$ cat src/rtl/amem_pkg.sv
package amem_pkg;
  typedef enum logic [1:0] {
    ST_IDLE   = 2'd0,
    ST_SETUP  = 2'd1,
    ST_STROBE = 2'd2,
    ST_HOLD   = 2'd3
  } seq_state_e;
endpackage

$ cat src/rtl/amem_rst_sync.sv
module amem_rst_sync #(
  parameter int STAGES = 2
) (
  input  logic clk,
  input  logic rst_in_n,
  output logic rst_out_n
);
  logic [STAGES-1:0] sync_q;

  always_ff @(posedge clk or negedge rst_in_n) begin
    if (!rst_in_n) sync_q <= '0;
    else           sync_q <= {sync_q[STAGES-2:0], 1'b1};
  end

  assign rst_out_n = sync_q[STAGES-1];
endmodule

$ cat src/rtl/amem_gap_tracker.sv
module amem_gap_tracker #(
  parameter int NUM_BANKS = 4,
  parameter int RH_W      = 3,
  parameter int IC_W      = 3
) (
  input  logic                         clk,
  input  logic                         rst_n,
  input  logic [RH_W-1:0]              cfg_rhold,
  input  logic [IC_W-1:0]              cfg_idle,
  input  logic                         cfg_predis,
  input  logic [$clog2(NUM_BANKS)-1:0] req_bank,
  input  logic                         req_write,
  input  logic                         strobe_end,
  input  logic [$clog2(NUM_BANKS)-1:0] done_bank,
  input  logic                         write_acc,
  output logic                         gap_ok
);
  localparam int BANK_W = $clog2(NUM_BANKS);
  localparam int RH_MAX = (1 << RH_W) - 1;
  localparam int IC_MAX = (1 << IC_W) - 1;
  localparam int GAP_W  = $clog2(RH_MAX + IC_MAX + 6);
  localparam logic [GAP_W-1:0] HI_SAT = '1;
  localparam logic [GAP_W-1:0] FLOOR_RD_SAME = GAP_W'(3);
  localparam logic [GAP_W-1:0] FLOOR_RD_DIFF = GAP_W'(3);
  localparam logic [GAP_W-1:0] FLOOR_WR      = GAP_W'(4);

  logic              prev_rd_q, prev_rd_d, prev_en;
  logic [BANK_W-1:0] prev_bank_q, prev_bank_d;
  logic [GAP_W-1:0]  hi_q, hi_d;
  logic              hi_en;
  logic [GAP_W-1:0]  idle_x, extra, need;
  logic              same_bank;

  assign idle_x    = GAP_W'(cfg_idle);
  assign same_bank = (req_bank == prev_bank_q);

  always_comb begin
    if (req_write)
      extra = (idle_x > FLOOR_WR) ? idle_x : FLOOR_WR;
    else if (same_bank)
      extra = cfg_predis ? FLOOR_RD_SAME : '0;
    else if (cfg_predis)
      extra = (idle_x > FLOOR_RD_DIFF) ? idle_x : FLOOR_RD_DIFF;
    else
      extra = idle_x;
    need = GAP_W'(cfg_rhold) + extra + GAP_W'(1);
  end

  // hi_q counts strobe-high clocks since the last rise (1 in the first one)
  assign gap_ok = !prev_rd_q || (hi_q >= need - GAP_W'(1));

  always_comb begin
    prev_en     = strobe_end || write_acc;
    prev_rd_d   = strobe_end;
    prev_bank_d = strobe_end ? done_bank : prev_bank_q;
    hi_en       = strobe_end || (hi_q != HI_SAT);
    hi_d        = strobe_end ? GAP_W'(1) : hi_q + GAP_W'(1);
  end

  always_ff @(posedge clk or negedge rst_n) begin
    if (!rst_n) begin
      prev_rd_q   <= 1'b0;
      prev_bank_q <= '0;
    end else if (prev_en) begin
      prev_rd_q   <= prev_rd_d;
      prev_bank_q <= prev_bank_d;
    end
  end

  always_ff @(posedge clk or negedge rst_n) begin
    if (!rst_n)     hi_q <= HI_SAT;
    else if (hi_en) hi_q <= hi_d;
  end
endmodule

$ cat src/rtl/amem_strobe_fsm.sv
module amem_strobe_fsm
  import amem_pkg::*;
#(
  parameter int NUM_BANKS = 4,
  parameter int ADDR_W    = 16,
  parameter int DATA_W    = 16,
  parameter int WS_W      = 5,
  parameter int RH_W      = 3
) (
  input  logic                         clk,
  input  logic                         rst_n,
  input  logic [WS_W-1:0]              cfg_wait,
  input  logic [RH_W-1:0]              cfg_rhold,
  input  logic                         acc_rd,
  input  logic [ADDR_W-1:0]            req_addr,
  input  logic [$clog2(NUM_BANKS)-1:0] req_bank,
  input  logic                         mem_ack,
  input  logic [DATA_W-1:0]            mem_rdata,
  output logic                         can_accept,
  output logic                         strobe_end,
  output logic [$clog2(NUM_BANKS)-1:0] cur_bank,
  output logic [NUM_BANKS-1:0]         mem_sel_n,
  output logic                         mem_rd_n,
  output logic [ADDR_W-1:0]            mem_addr,
  output logic                         rsp_valid,
  output logic [DATA_W-1:0]            rsp_data
);
  localparam int BANK_W = $clog2(NUM_BANKS);
  localparam int CNT_W  = (WS_W > RH_W) ? WS_W : RH_W;
  localparam logic [CNT_W-1:0] ONE = CNT_W'(1);

  seq_state_e           st_q, st_d;
  logic [CNT_W-1:0]     cnt_q, cnt_d;
  logic [BANK_W-1:0]    bank_q, bank_d;
  logic [ADDR_W-1:0]    addr_q, addr_d;
  logic [NUM_BANKS-1:0] sel_n_q, sel_n_d, req_sel_n;
  logic                 rd_n_q, rd_n_d;
  logic                 vld_q, vld_d;
  logic [DATA_W-1:0]    dat_q;
  logic                 dat_en;
  logic [CNT_W-1:0]     wait_eff;
  logic                 last_beat;

  assign wait_eff  = (cfg_wait == '0) ? ONE : CNT_W'(cfg_wait);
  assign last_beat = (cnt_q <= ONE);

  always_comb begin
    for (int b = 0; b < NUM_BANKS; b++)
      req_sel_n[b] = (req_bank != BANK_W'(b));
  end

  assign can_accept = (st_q == ST_IDLE) || (st_q == ST_HOLD);
  assign strobe_end = (st_q == ST_STROBE) && last_beat && mem_ack;

  always_comb begin
    st_d    = st_q;
    cnt_d   = cnt_q;
    bank_d  = bank_q;
    addr_d  = addr_q;
    sel_n_d = sel_n_q;
    rd_n_d  = rd_n_q;
    vld_d   = 1'b0;
    dat_en  = 1'b0;
    unique case (st_q)
      ST_IDLE: begin
        if (acc_rd) begin
          st_d    = ST_SETUP;
          bank_d  = req_bank;
          addr_d  = req_addr;
          sel_n_d = req_sel_n;
        end
      end
      ST_SETUP: begin
        st_d   = ST_STROBE;
        rd_n_d = 1'b0;
        cnt_d  = wait_eff;
      end
      ST_STROBE: begin
        if (strobe_end) begin
          rd_n_d = 1'b1;
          vld_d  = 1'b1;
          dat_en = 1'b1;
          if (cfg_rhold == '0) begin
            sel_n_d = '1;
            st_d    = ST_IDLE;
          end else begin
            st_d  = ST_HOLD;
            cnt_d = CNT_W'(cfg_rhold);
          end
        end else if (!last_beat) begin
          cnt_d = cnt_q - ONE;
        end
      end
      ST_HOLD: begin
        if (acc_rd) begin
          st_d    = ST_SETUP;
          bank_d  = req_bank;
          addr_d  = req_addr;
          sel_n_d = req_sel_n;
        end else if (last_beat) begin
          sel_n_d = '1;
          st_d    = ST_IDLE;
        end else begin
          cnt_d = cnt_q - ONE;
        end
      end
      default: st_d = ST_IDLE;
    endcase
  end

  always_ff @(posedge clk or negedge rst_n) begin
    if (!rst_n) begin
      st_q    <= ST_IDLE;
      cnt_q   <= '0;
      bank_q  <= '0;
      addr_q  <= '0;
      sel_n_q <= '1;
      rd_n_q  <= 1'b1;
      vld_q   <= 1'b0;
    end else begin
      st_q    <= st_d;
      cnt_q   <= cnt_d;
      bank_q  <= bank_d;
      addr_q  <= addr_d;
      sel_n_q <= sel_n_d;
      rd_n_q  <= rd_n_d;
      vld_q   <= vld_d;
    end
  end

  always_ff @(posedge clk or negedge rst_n) begin
    if (!rst_n)      dat_q <= '0;
    else if (dat_en) dat_q <= mem_rdata;
  end

  assign cur_bank  = bank_q;
  assign mem_sel_n = sel_n_q;
  assign mem_rd_n  = rd_n_q;
  assign mem_addr  = addr_q;
  assign rsp_valid = vld_q;
  assign rsp_data  = dat_q;
endmodule

$ cat src/rtl/amem_rd_seq.sv
module amem_rd_seq #(
  parameter int NUM_BANKS = 4,
  parameter int ADDR_W    = 16,
  parameter int DATA_W    = 16,
  parameter int WS_W      = 5,
  parameter int RH_W      = 3,
  parameter int IC_W      = 3
) (
  input  logic                         clk,
  input  logic                         rst_n,
  input  logic [WS_W-1:0]              cfg_wait,
  input  logic [RH_W-1:0]              cfg_rhold,
  input  logic [IC_W-1:0]              cfg_idle,
  input  logic                         cfg_predis,
  input  logic                         req_valid,
  output logic                         req_ready,
  input  logic                         req_write,
  input  logic [$clog2(NUM_BANKS)-1:0] req_bank,
  input  logic [ADDR_W-1:0]            req_addr,
  output logic                         rsp_valid,
  output logic [DATA_W-1:0]            rsp_data,
  output logic [NUM_BANKS-1:0]         mem_sel_n,
  output logic                         mem_rd_n,
  output logic [ADDR_W-1:0]            mem_addr,
  input  logic [DATA_W-1:0]            mem_rdata,
  input  logic                         mem_ack
);
  localparam int BANK_W = $clog2(NUM_BANKS);

  logic              rst_sync_n;
  logic              can_accept, gap_ok, strobe_end;
  logic              acc, acc_rd, write_acc;
  logic [BANK_W-1:0] cur_bank;

  amem_rst_sync #(.STAGES(2)) u_rst (
    .clk       (clk),
    .rst_in_n  (rst_n),
    .rst_out_n (rst_sync_n)
  );

  assign req_ready = can_accept && gap_ok;
  assign acc       = req_valid && req_ready;
  assign acc_rd    = acc && !req_write;
  assign write_acc = acc && req_write;

  amem_gap_tracker #(
    .NUM_BANKS (NUM_BANKS),
    .RH_W      (RH_W),
    .IC_W      (IC_W)
  ) u_gap (
    .clk        (clk),
    .rst_n      (rst_sync_n),
    .cfg_rhold  (cfg_rhold),
    .cfg_idle   (cfg_idle),
    .cfg_predis (cfg_predis),
    .req_bank   (req_bank),
    .req_write  (req_write),
    .strobe_end (strobe_end),
    .done_bank  (cur_bank),
    .write_acc  (write_acc),
    .gap_ok     (gap_ok)
  );

  amem_strobe_fsm #(
    .NUM_BANKS (NUM_BANKS),
    .ADDR_W    (ADDR_W),
    .DATA_W    (DATA_W),
    .WS_W      (WS_W),
    .RH_W      (RH_W)
  ) u_fsm (
    .clk        (clk),
    .rst_n      (rst_sync_n),
    .cfg_wait   (cfg_wait),
    .cfg_rhold  (cfg_rhold),
    .acc_rd     (acc_rd),
    .req_addr   (req_addr),
    .req_bank   (req_bank),
    .mem_ack    (mem_ack),
    .mem_rdata  (mem_rdata),
    .can_accept (can_accept),
    .strobe_end (strobe_end),
    .cur_bank   (cur_bank),
    .mem_sel_n  (mem_sel_n),
    .mem_rd_n   (mem_rd_n),
    .mem_addr   (mem_addr),
    .rsp_valid  (rsp_valid),
    .rsp_data   (rsp_data)
  );
endmodule

$ cat config.mk
export PLATFORM = sky130hd
export DESIGN_NAME = amem_rd_seq
export DESIGN_NICKNAME = d
export VERILOG_FILES = /design/src/rtl/amem_pkg.sv /design/src/rtl/amem_rst_sync.sv /design/src/rtl/amem_gap_tracker.sv /design/src/rtl/amem_strobe_fsm.sv /design/src/rtl/amem_rd_seq.sv
export SDC_FILE = /design/constraint.sdc
export NUM_CORES = 1
export LEC_CHECK = 0
export CORE_MARGIN = 3
export CORE_UTILIZATION = 49
export CTS_BUF_LIST = sky130_fd_sc_hd__clkbuf_2
export CTS_CLUSTER_SIZE = 20
export DETAILED_ROUTE_END_ITERATION = 7
export GPL_ROUTABILITY_DRIVEN = 0
export PLACE_DENSITY = 0.83
export SYNTH_ARGS = -nofsm -noshare
export SYNTH_HDL_FRONTEND = slang
export SYNTH_HIERARCHICAL = 1
export SYNTH_SLANG_ARGS = --single-unit
$ cat constraint.sdc
create_clock -name clk -period 2.9 [get_ports clk]
set_input_delay 0.29 -clock clk [delete_from_list [all_inputs] [get_ports clk]]
set_output_delay 0.29 -clock clk [all_outputs]
set_load 0.01 [all_outputs]
==> flow_metrics.py <==
metrics = {
    "yosys": {
        "synth_seq_area_share": 0.487,
        "ys_types": 56,
        "syn_nets": 351,
        "post-synth-top-area-cell": "dfrtp_1",
        "ys_top_cells_by_area": "dfrtp_1 (40%), dfstp_2 (8.9%), mux2_2 (7.6%), nand2_1 (7.1%), ha_1 (6.8%)",
        "yosys_most_used_dff": "dfrtp_1",
        "ys_ff_latch": 57,
        "syn_inst": 283,
        "ys.warnings.count": 6,
        "synth_top_cell_area_share": 0.398,
        "synth_edf_count": 0,
        "syn_avg_cell_area_um2": 10.4,
        "synthArstFlopShare": 1.00,
        "mappedNetlistArea_um2": 2960,
    },
    "timing": {
        "holdWs_ns": 0.190,
        "hold_viol": 0,
        "finalSetupViolCount": 30,
        "period_needed_ns": 3.46,
        "fmax_ghz": 0.289,
        "worst_pin_slew_ns": 0.679,
        "setup_ws_ns": -0.556,
        "slew_viol_final": 0,
        "rsz0062_at_grt": "yes",
        "period_share": 1.19,
        "max-slew-margin-rel": 0.544,
        "finClkSkew_ns": 0.0240,
    },
    "placement": {
        "dp_hpwl_um": 5390,
        "dpl-instance-area_um2": 4000,
        "io_buffer_count": 89,
        "pre_cts_slack_ns": -0.939,
    },
    "power": {
        "total_power_w": 0.00448,
        "powerDensity_nw_per_um2": 1040,
        "pwr-share-comb": 0.532,
        "p_int_w": 0.00279,
        "p_clk_frac": 0.127,
        "p_switching_w": 0.00169,
        "swShare": 0.378,
        "seqPwrFrac": 0.342,
        "vdd_drop_max_v": 0.000533,
        "leakagePower_nw": 1.92,
    },
    "grt": {
        "grt_antenna_before_repair": 0,
        "gr-total-overflow": 0,
        "top_usage_layer": "met2",
        "grt_use_met1": 0.274,
        "grt_pass1_wl_um": 12500,
        "grt_max_degree": 36,
        "met2_usage": 0.370,
        "met3_usage": 0.0592,
        "track_usage": 0.221,
        "grt_pass1_vias": 2646,
    },
    "setup_path": {
        "path_cells": "xor2_2, o21ai_0, o211ai_1, ha_2, fa_1, xnor2_1, ha_1, o21ai_0, o211ai_1, and4b_2, nor2b_4, buf_6, mux2_2",
        "critPathLaunchType": "flop",
        "critPathKind": "reg -> reg",
        "cp_max_fo": 8,
        "worstPathArrival_ns": 3.78,
        "cp_slowest_cell": "dfrtp_1",
        "r2r_slack_ns": -0.56,
        "end_kind": "flop",
        "required_ns": 3.22,
        "max_stage_delay_ns": 0.44,
    },
    "floorplanning": {
        "die_area_um2": 7000,
        "die_y_um": 83.7,
        "start_util": 0.521,
        "ios": 90,
        "num_rows": 27,
        "die_w_um": 83.7,
        "core-area_um2": 5680,
    },
    "finish": {
        "area_growth_pct": 46.1,
        "nets": 465,
        "layout_common_cells": "clkdlybuf4s50_1 (88), nand2_1 (56), dfrtp_1 (46)",
        "layout-drive-gt1-share": 0.264,
        "fin_area_um2": 4320,
        "final_common_cell": "clkdlybuf4s50_1",
        "antennaDiodeCount": 0,
    },
    "run_status": {
        "status": "finished, violations left",
        "violations": "setup timing",
    },
    "route": {
        "drt-initial-drc-count": 125,
        "via_per_inst": 5.38,
        "routed_wl_um": 7770,
        "wl_per_cell_um": 16.4,
        "drcViolationCount": 0,
        "vias": 2549,
        "final_antenna_net_count": 0,
        "first_pass_iters": 4,
    },
    "clock_network": {
        "clk_path_buf_depth": 2,
        "cts_num_sinks": 57,
        "cts_root_buf": "clkbuf_2",
        "numCtsBuffers": 9,
        "path_clk_slew_ns": 0.16,
        "cts_tree": "yes",
        "cts.htree.levels": 3,
        "clk_latency_ns": 0.44,
    },
    "hold_path": {
        "hp-class": "reg -> async",
    },
    "run": {
        "drv_cap": 0,
    },
}
routing by layer:
metal  vias up  part of all wire  wire [um]
met5         -                 0          0
met4         0             0.020        155
met3        17             0.058        449
met2        79              0.49       3840
met1      1253              0.43       3320
li1       1200                 -          -
path summary, 6_finish.rpt:
kind | startpoint | end | cells past startpoint
setup / recovery | u_gap/prev_bank_q[0] | u_fsm/mem_addr[10] | 13
hold reg to reg | u_rst/sync_q[1] | u_fsm/mem_addr[1] | 0
min in group clk | mem_rdata[1] | u_fsm/rsp_data[1] | 3
hold / removal | u_rst/sync_q[1] | u_fsm/mem_addr[1] | 0
setup reg to reg | u_gap/prev_bank_q[0] | u_fsm/mem_addr[10] | 13
max in group asynchronous | u_rst/sync_q[1] | u_fsm/mem_sel_n[0] | 1
metrics by stage:
step | cells | util | TNS (ns)
floorplan | 283 | - | -4.88
global placement | 449 | 0.704 | -22.40
detailed placement | 449 | 0.704 | -25.51
CTS | 469 | 0.741 | -12.04
global route | 474 | 0.761 | -18.63
finish | 474 | 0.761 | -14.46
synthesized netlist by cell type (2+ instances only):
| cell type | count |
|---|---|
| a21o_1 | 3 |
| buf_2 | 7 |
| a21oi_1 | 6 |
| xnor2_1 | 2 |
| nand3_1 | 5 |
| a22o_1 | 2 |
| nor2_2 | 2 |
| dfstp_2 | 10 |
| a21oi_2 | 4 |
| and2_1 | 3 |
| o211ai_1 | 3 |
| o21bai_2 | 2 |
| mux2i_1 | 2 |
| dfrtp_1 | 47 |
| nor2b_1 | 5 |
| o21ai_0 | 6 |
| o22a_1 | 2 |
| xor2_1 | 4 |
| o21ai_1 | 3 |
| o2bb2ai_1 | 2 |
| nor2_1 | 17 |
| o21a_1 | 3 |
| nand2_1 | 56 |
| nor3_1 | 5 |
| inv_1 | 14 |
| ha_1 | 16 |
| nand2b_1 | 4 |
| mux2_2 | 20 |
kinds of logic (layout without fill, tap and decap cells):
kind of cell / after synthesis / after routing / synth area share
DFF: 57 / 57 / 0.487
xor gates and xnor gates: 6 / 6 / 0.0178
buffers and inverters: 23 / 142 / 0.0347
other: 1 / 1 / 0.00127
AOI/OAI and AO/OA: 49 / 49 / 0.128
and+or+nand+nor: 108 / 108 / 0.174
adders and majority gates: 17 / 17 / 0.0745
muxes: 22 / 22 / 0.0830
critical path: cells and delay by family (launching register included):
family | cells | cell delay [ns]
AOI/OAI and AO/OA | 4 | 0.70
xor gates and xnor gates | 2 | 0.35
adders and majority gates | 3 | 0.81
buffers and inverters | 1 | 0.17
DFF | 1 | 0.44
muxes | 1 | 0.34
and+or+nand+nor | 2 | 0.56
what timing repair did:
item,CTS,global route
hold buffers,1,0
pin swaps,10,13
cloned,0,1
setup buffers,4,4
endpoints found under the setup margin,30,30
endpoints found under the hold margin,2,0
gates resized for setup,15,21
registers in the layout (all words and copies together), names as in the netlist:
name	count
u_fsm/cnt_q	5
u_fsm/cur_bank	2
u_fsm/mem_addr	16
u_fsm/mem_rd_n	1
u_fsm/mem_sel_n	4
u_fsm/rsp_data	16
u_fsm/rsp_valid	1
u_fsm/st_q	2
u_gap/hi_q	5
u_gap/prev_bank_q	2
u_gap/prev_rd_q	1
u_rst/sync_q	2
cell type report:
class	instances	area [um^2]
Timing Repair Buffer	111	1070
Clock inverter	5	71.3
Fill cell	396	1360
Tap cell	72	90.1
Inverter	15	56.3
Clock buffer	11	55.1
Sequential cell	57	1440
Multi-Input combinational cell	203	1530
power by group through the flow:
| stage | logic (W) | registers (W) | clock network [W] |
|---|---|---|---|
| 2_1_floorplan | 0.00117 | 0.00157 | 0 |
| 3_3_place_gp | 0.00206 | 0.00151 | 0 |
| 3_5_place_dp | 0.00213 | 0.00152 | 0 |
| 4_1_cts | 0.00223 | 0.00152 | 0.000584 |
| 5_1_grt | 0.00258 | 0.00158 | 0.000617 |
| 6_report | 0.00238 | 0.00153 | 0.000569 |
(Power assumes the default switching activity.)
